[src/rtl/tblguard_pkg.sv]
package tblguard_pkg;

  localparam logic [31:0] TG_MAGIC = 32'h5AF0_5AF0;

  localparam int TG_LOCK_BIT   = 0;
  localparam int TG_UNLOCK_BIT = 1;

  typedef enum logic [2:0] {
    ACC_IDLE  = 3'd0,
    ACC_KEY   = 3'd1,
    ACC_CTRL  = 3'd2,
    ACC_TABLE = 3'd3,
    ACC_OTHER = 3'd4
  } acc_kind_e;

endpackage

[src/rtl/tg_decode.sv]
module tg_decode
  import tblguard_pkg::*;
#(
  parameter int ADDR_W    = 12,
  parameter int KEY_OFS   = 'h300,
  parameter int CTRL_OFS  = 'h304,
  parameter int TBL_BASE  = 'h310,
  parameter int TBL_WORDS = 64
) (
  input  logic              wr_en,
  input  logic [ADDR_W-1:0] wr_addr,
  output acc_kind_e         kind
);

  localparam int CMP_W = ADDR_W + 1;
  localparam logic [CMP_W-1:0] TBL_LO = CMP_W'(TBL_BASE);
  localparam logic [CMP_W-1:0] TBL_HI = CMP_W'(TBL_BASE + 4 * TBL_WORDS);

  logic [CMP_W-1:0] addr_ext;
  logic             in_table;

  always_comb begin
    addr_ext = {1'b0, wr_addr};
    in_table = (addr_ext >= TBL_LO) && (addr_ext < TBL_HI);
    if (!wr_en)
      kind = ACC_IDLE;
    else if (wr_addr == ADDR_W'(KEY_OFS))
      kind = ACC_KEY;
    else if (wr_addr == ADDR_W'(CTRL_OFS))
      kind = ACC_CTRL;
    else if (in_table)
      kind = ACC_TABLE;
    else
      kind = ACC_OTHER;
  end

endmodule

[src/rtl/tg_state.sv]
module tg_state
  import tblguard_pkg::*;
(
  input  logic       clk,
  input  logic       rst_n,
  input  acc_kind_e  kind,
  input  logic [1:0] cmd_bits,
  input  logic       key_match,
  output logic       armed_q,
  output logic       locked_q
);

  logic armed_d, locked_d;
  logic state_en;

  always_comb begin
    armed_d  = armed_q;
    locked_d = locked_q;
    state_en = (kind != ACC_IDLE);
    unique case (kind)
      ACC_KEY:  armed_d = key_match;
      ACC_CTRL: begin
        armed_d = 1'b0;
        if (armed_q) begin
          if (cmd_bits[TG_LOCK_BIT] && !cmd_bits[TG_UNLOCK_BIT])
            locked_d = 1'b1;
          else if (cmd_bits[TG_UNLOCK_BIT] && !cmd_bits[TG_LOCK_BIT])
            locked_d = 1'b0;
        end
      end
      ACC_TABLE, ACC_OTHER: armed_d = 1'b0;
      default: ;
    endcase
  end

  always_ff @(posedge clk or negedge rst_n) begin
    if (!rst_n) begin
      armed_q  <= 1'b0;
      locked_q <= 1'b1;
    end else if (state_en) begin
      armed_q  <= armed_d;
      locked_q <= locked_d;
    end
  end

endmodule

[src/rtl/seq_table_guard.sv]
module seq_table_guard
  import tblguard_pkg::*;
#(
  parameter int ADDR_W    = 12,
  parameter int KEY_OFS   = 'h300,
  parameter int CTRL_OFS  = 'h304,
  parameter int TBL_BASE  = 'h310,
  parameter int TBL_WORDS = 64
) (
  input  logic              clk,
  input  logic              rst_n,
  input  logic              wr_en,
  input  logic [ADDR_W-1:0] wr_addr,
  input  logic [31:0]       wr_data,
  output logic              tbl_wr_ok,
  output logic              locked_o,
  output logic [2:0]        guard_status
);

  acc_kind_e kind;
  logic      armed_q, locked_q;

  tg_decode #(
    .ADDR_W(ADDR_W), .KEY_OFS(KEY_OFS), .CTRL_OFS(CTRL_OFS),
    .TBL_BASE(TBL_BASE), .TBL_WORDS(TBL_WORDS)
  ) u_decode (
    .wr_en  (wr_en),
    .wr_addr(wr_addr),
    .kind   (kind)
  );

  tg_state u_state (
    .clk      (clk),
    .rst_n    (rst_n),
    .kind     (kind),
    .cmd_bits (wr_data[1:0]),
    .key_match(wr_data == TG_MAGIC),
    .armed_q  (armed_q),
    .locked_q (locked_q)
  );

  always_comb begin
    tbl_wr_ok    = (kind == ACC_TABLE) && !locked_q;
    locked_o     = locked_q;
    guard_status = {armed_q, !locked_q, locked_q};
  end

endmodule

[config.mk]
export PLATFORM = sky130hd
export DESIGN_NAME = seq_table_guard
export DESIGN_NICKNAME = d
export VERILOG_FILES = /design/src/rtl/tblguard_pkg.sv /design/src/rtl/tg_decode.sv /design/src/rtl/tg_state.sv /design/src/rtl/seq_table_guard.sv
export SDC_FILE = /design/constraint.sdc
export NUM_CORES = 1
export LEC_CHECK = 0
export BUFFER_PORTS_ARGS = -buffer_cell sky130_fd_sc_hd__buf_2
export CELL_PAD_IN_SITES_DETAIL_PLACEMENT = 0
export CELL_PAD_IN_SITES_GLOBAL_PLACEMENT = 2
export CORE_UTILIZATION = 13
export CTS_BUF_LIST = sky130_fd_sc_hd__clkbuf_4 sky130_fd_sc_hd__clkbuf_8
export DETAILED_ROUTE_END_ITERATION = 12
export HOLD_SLACK_MARGIN = 0.05
export PLACE_DENSITY_LB_ADDON = 0.1
export SETUP_SLACK_MARGIN = 0.2
export SYNTH_ARGS = -nofsm -noshare
export SYNTH_HDL_FRONTEND = slang
export SYNTH_HIERARCHICAL = 1
export SYNTH_SLANG_ARGS = --single-unit
[constraint.sdc]
create_clock -name clk -period 3.9 [get_ports clk]
set_input_delay 0.585 -clock clk [delete_from_list [all_inputs] [get_ports clk]]
set_output_delay 0.585 -clock clk [all_outputs]
set_load 0.005 [all_outputs]
# [Word level (Yosys, flattened, before mapping)]
# Index checks and enable logic that the tools add are counted.
[totals] inputBits=47 elab_cells=31 register_bits=2 output_inout_bits=5
[classes] order_cmp=2 muxes=7 n_reduce_logical=13 n_eq_ne=7
[ops] operator="$eq 32x31->1 const B" n=1
[ops] operator="$eq 12x10->1 const B" n=2
[ops] operator="$ge 12x10->1 const B" n=1
[ops] operator="$lt 12x11->1 const B" n=1
[ops] operator="$mux 3" n=4
[ops] operator="$eq 3x2->1 const B" n=2
[ops] operator="$logic_and 1x1->1" n=4
[ops] operator="$reduce_and 4->1" n=1
[ops] operator="$reduce_bool 2->1" n=2
[ops] operator="$eq 3x1->1 const B" n=1
[ops] operator="$eq 3x3->1 const B" n=1
[ops] operator="$logic_not 1->1" n=3
[ops] operator="$reduce_bool 3->1" n=1
[ops] operator="$reduce_or 3->1" n=1
[ops] operator="$mux 1" n=2
[ops] operator="$pmux 1 s2" n=1
[ops] operator="$reduce_and 2->1" n=1

# [Longest topological paths before layout]
[depth] word_depth=10 mapped_depth=6 mapped_depth_nobuf=6

# [Hierarchy]
# The synthesis kept the hierarchy.
[modules_own_cells] module="seq_table_guard" instances=1 area_each_um2=138.9 seq_area_each_um2=0.0 cells_per_inst=16
[modules_own_cells] module="tg_state" instances=1 area_each_um2=126.4 seq_area_each_um2=51.3 cells_per_inst=10
[modules_own_cells] module="tg_decode" instances=1 area_each_um2=88.8 seq_area_each_um2=0.0 cells_per_inst=15

# [Worst setup path before layout]
# OpenSTA, ideal clock, no wires.
[synth_timing] path_kind="input port to output port" start="input port wr_addr[10]" end="output port tbl_wr_ok" setup_slack_ps=1647 path_stages=4 required_ps=3315 path_buffers=0 arrival_ps=1668 cell_sequence="nor4bb_1 -> nand2_1 -> o21ai_0 -> nor4bb_1"
[synth_between] elab_chain_cells=8 elab_cells_between_ends=11 cone_classes="order compare (2); eq/ne (3); mux (4); reduce/logical (2)"
[synth_rtl] item="from (decl)" line="seq_table_guard.sv:13" text="input logic [ADDR_W-1:0] wr_addr,"
[synth_rtl] item="$ge 12x10->1 / $lt 12x11->1 (equally long branches)" line="tg_decode.sv:24" text="in_table = (addr_ext >= TBL_LO) && (addr_ext < TBL_HI);"
[synth_rtl] item="$logic_and 1x1->1" line="tg_decode.sv:24"
[synth_rtl] item="$mux 3" line="tg_decode.sv:31" text="else if (in_table)"
[synth_rtl] item="$mux 3" line="tg_decode.sv:29" text="else if (wr_addr == ADDR_W'(CTRL_OFS))"
[synth_rtl] item="$mux 3 (*)" line="tg_decode.sv:27" text="else if (wr_addr == ADDR_W'(KEY_OFS))"
[synth_rtl] item="$mux 3 (*)" line="tg_decode.sv:25" text="if (!wr_en)"
[synth_rtl] item="named net kind[0]" line="seq_table_guard.sv:20" text="acc_kind_e kind;"
[synth_rtl] item="$eq 3x2->1 (*)" line="seq_table_guard.sv:43" text="tbl_wr_ok = (kind == ACC_TABLE) && !locked_q;"
[synth_rtl] item="$logic_and 1x1->1 (*)" line="seq_table_guard.sv:43"
[synth_rtl] item="to (decl)" line="seq_table_guard.sv:15" text="output logic tbl_wr_ok,"
# The timed path passes the listed nets; every way through them passes the cells marked *.

# [Worst setup path after layout]
# Same ends and word-level chain as after synthesis.

==> out/results.ini <==
[sta]
skew_ns=0.00461
worst_slack_ns=1.24
tightestPinTransition_ns=0.530
maxSlewViolCount=0
hold_viol_final=0
post-route-min-period_ns=2.66
period_share_pct=68.2
tns_ns=0
slew_headroom_pct=64.3
timing.fmax_mhz=376
setup_viol_count_final=0
holdWs_ns=0.135
rsz0062_at_grt=false

[pwr]
vdd_ir_drop_max_uv=131
power.density_nw_per_um2=169
leakagePower_nw=0.333

[clocking]
clkSlewWorstSetupHoldPaths_ns=0.03
cts_setup_buffers=0
htree_num_levels=1
insertion_delay_ns=0.23
cts_tree=yes
clock_sinks=2
cts-buffers-inserted=3
cts-root-buf=clkbuf_4
cts_hold_buf=0
clockBufferDepth=2
cts_resized=0

[critical_path]
crit_required_ns=3.31
crit_slowest_cell=o21ai_0
cp_cell_sequence=buf_2, nor4bb_1, nand2_1, o21ai_0, nor4bb_1, buf_2
crit_fanout=4
max_stage_delay_ns=0.46
crit_buf_inv=2
cp.depth=6
end_kind=primary output
r2r_cells=3
worst_ep_arrival_time_ns=2.07
cp-start-kind=primary input
timing_worst_setup_path_type=primary input to primary output
cp_top_family=simple AND/OR/NAND/NOR gates

[global_route]
grt_pass1_wl_um=1510
grt.overflow.total=0
grt_max_degree=6
gr-usage-all-layers_pct=6.85
antenna_found_initial=0
grt_pass1_vias=389

[routing]
remaining_drc_errors=0
avgViaCountPerCell=4.22
drt-pass1-iter-count=3
ant_nets=0
via_count=523
drt-total-wl_um=1150
drt_iter0_markers=3
wl_per_cell_um=9.27

[die]
ios=52
rows=18
die_h_um=54.2
dieArea_um2=2940
die_w_um=54.2
start_util_pct=14.0
core_um2=2520

[place]
place_hpwl_um=1080
io_buffers=51
dp_slack_ns=1.21
gp_congestion=0.650

[synthesis]
seq_area_frac_synth_pct=14.5
syn-num-nets=89
syn-cell-area_um2=354
ys_warn_count=6
synthCells=41
post_synth_num_cell_types=26
syn_avg_cell_area_um2=8.64
synth-seq-cells=2

[final_layout]
mostFrequentLayoutCell=buf_2
area_delta_synth_final_pct=86.9
seq_area_um2=51.3
antenna_cells=0
num-nets-final=143
layout_common_cells=buf_2, nor4bb_1, nand2_1, clkbuf_4, inv_1
fill_cells=285
drive_gt1_share_pct=67.0
multi_input_comb_area_um2=277

[run_status]
status=completed

[min_path]
holdCritPathClass=primary input to async pin

[job]
maxCapViolCount=0

[cell families (layout without fill, tap and decap cells)]
family          Yosys count  in the layout  synth area share, %
compound gates            7              7                 11.3
fa+ha+maj                 1              1                 3.53
buf+inv                   5             58                 7.42
flops                     2              2                 14.5
mux                       2              2                 7.07
simple gates             24             24                 56.2
[cell usage after synthesis]
master | number | area (um2)
a21oi_1 | 2 | 10.0
and3_1 | 1 | 6.26
and4b_1 | 1 | 10.0
and4bb_2 | 2 | 25.0
buf_4 | 2 | 15.0
dfrtp_1 | 1 | 25.0
dfstp_2 | 1 | 26.3
ha_1 | 1 | 12.5
inv_1 | 3 | 11.3
mux2_4 | 1 | 15.0
mux2i_1 | 1 | 10.0
nand2_1 | 4 | 15.0
nand3_1 | 1 | 5.00
nand4_1 | 2 | 12.5
nor2_1 | 1 | 3.75
nor3_1 | 1 | 5.00
nor3_2 | 1 | 10.0
nor4_1 | 1 | 6.26
nor4b_1 | 1 | 8.76
nor4b_2 | 2 | 30.0
nor4bb_1 | 5 | 50.1
o211ai_1 | 1 | 7.51
o21ai_0 | 2 | 10.0
o21ai_1 | 1 | 5.00
o31ai_1 | 1 | 7.51
or4_4 | 1 | 11.3
[flip-flops by register name, summed over array words and instances, names as in the netlist]
name and cells:
u_state/armed_q 1, u_state/locked_q 1
[layer usage]
layer | global-route usage, % | up-vias | wire length (um)
met5 | 0 | - | 0
met4 | 0 | 0 | 0
met3 | 1.69 | 0 | 72
met2 | 11.4 | 17 | 589
met1 | 9.36 | 235 | 487
li1 | - | 271 | -
[report_power, final]
part | internal, mW | switching [mW] | leakage, nW | total, mW
logic | 0.0217 | 0.0112 | 0.290 | 0.0329
registers | 0.0209 | 0.000000000000292 | 0.0243 | 0.0209
clock network | 0.0450 | 0.0129 | 0.0184 | 0.0580
total | 0.0876 | 0.0241 | 0.333 | 0.112
[stage by stage]
| step | total power [mW] | std cells | utilization, % | area, um2 |
|---|---|---|---|---|
| after CTS | 0.115 | 124 | 26.2 | 662 |
| after detailed placement | 0.0545 | 120 | 25.0 | 632 |
| after global routing | 0.120 | 124 | 26.2 | 662 |
| after global placement | 0.0539 | 120 | 25.0 | 632 |
| final | 0.112 | 124 | 26.2 | 662 |
| after floorplan | 0.0301 | 41 | - | 354 |
[layout make-up]
cell class	instances	area share, %
Clock buffer	4	4.54
Inverter	3	1.70
Multi-Input combinational cell	34	41.8
Sequential cell	2	7.75
Tap cell	30	5.67
Timing Repair Buffer	51	38.6
[path summary, 6_finish.rpt]
path | startpoint | to | slack, ns
hold reg to reg | u_state/armed_q | u_state/armed_q | 0.58
min in group clk | u_state/armed_q | u_state/armed_q | 0.58
setup / recovery | wr_addr[10] | tbl_wr_ok | 1.24
max in group asynchronous | rst_n | u_state/locked_q | 3.57
hold / removal | rst_n | u_state/armed_q | 0.13
setup reg to reg | u_state/armed_q | u_state/locked_q | 2.83
[worst register-to-register path, cell delays in order (launching register included)]
cell and delay [ns]:
dfrtp_1 0.37, nor4b_2 0.20, nand2_1 0.10, mux2_4 0.32
(Power assumes the default switching activity.)
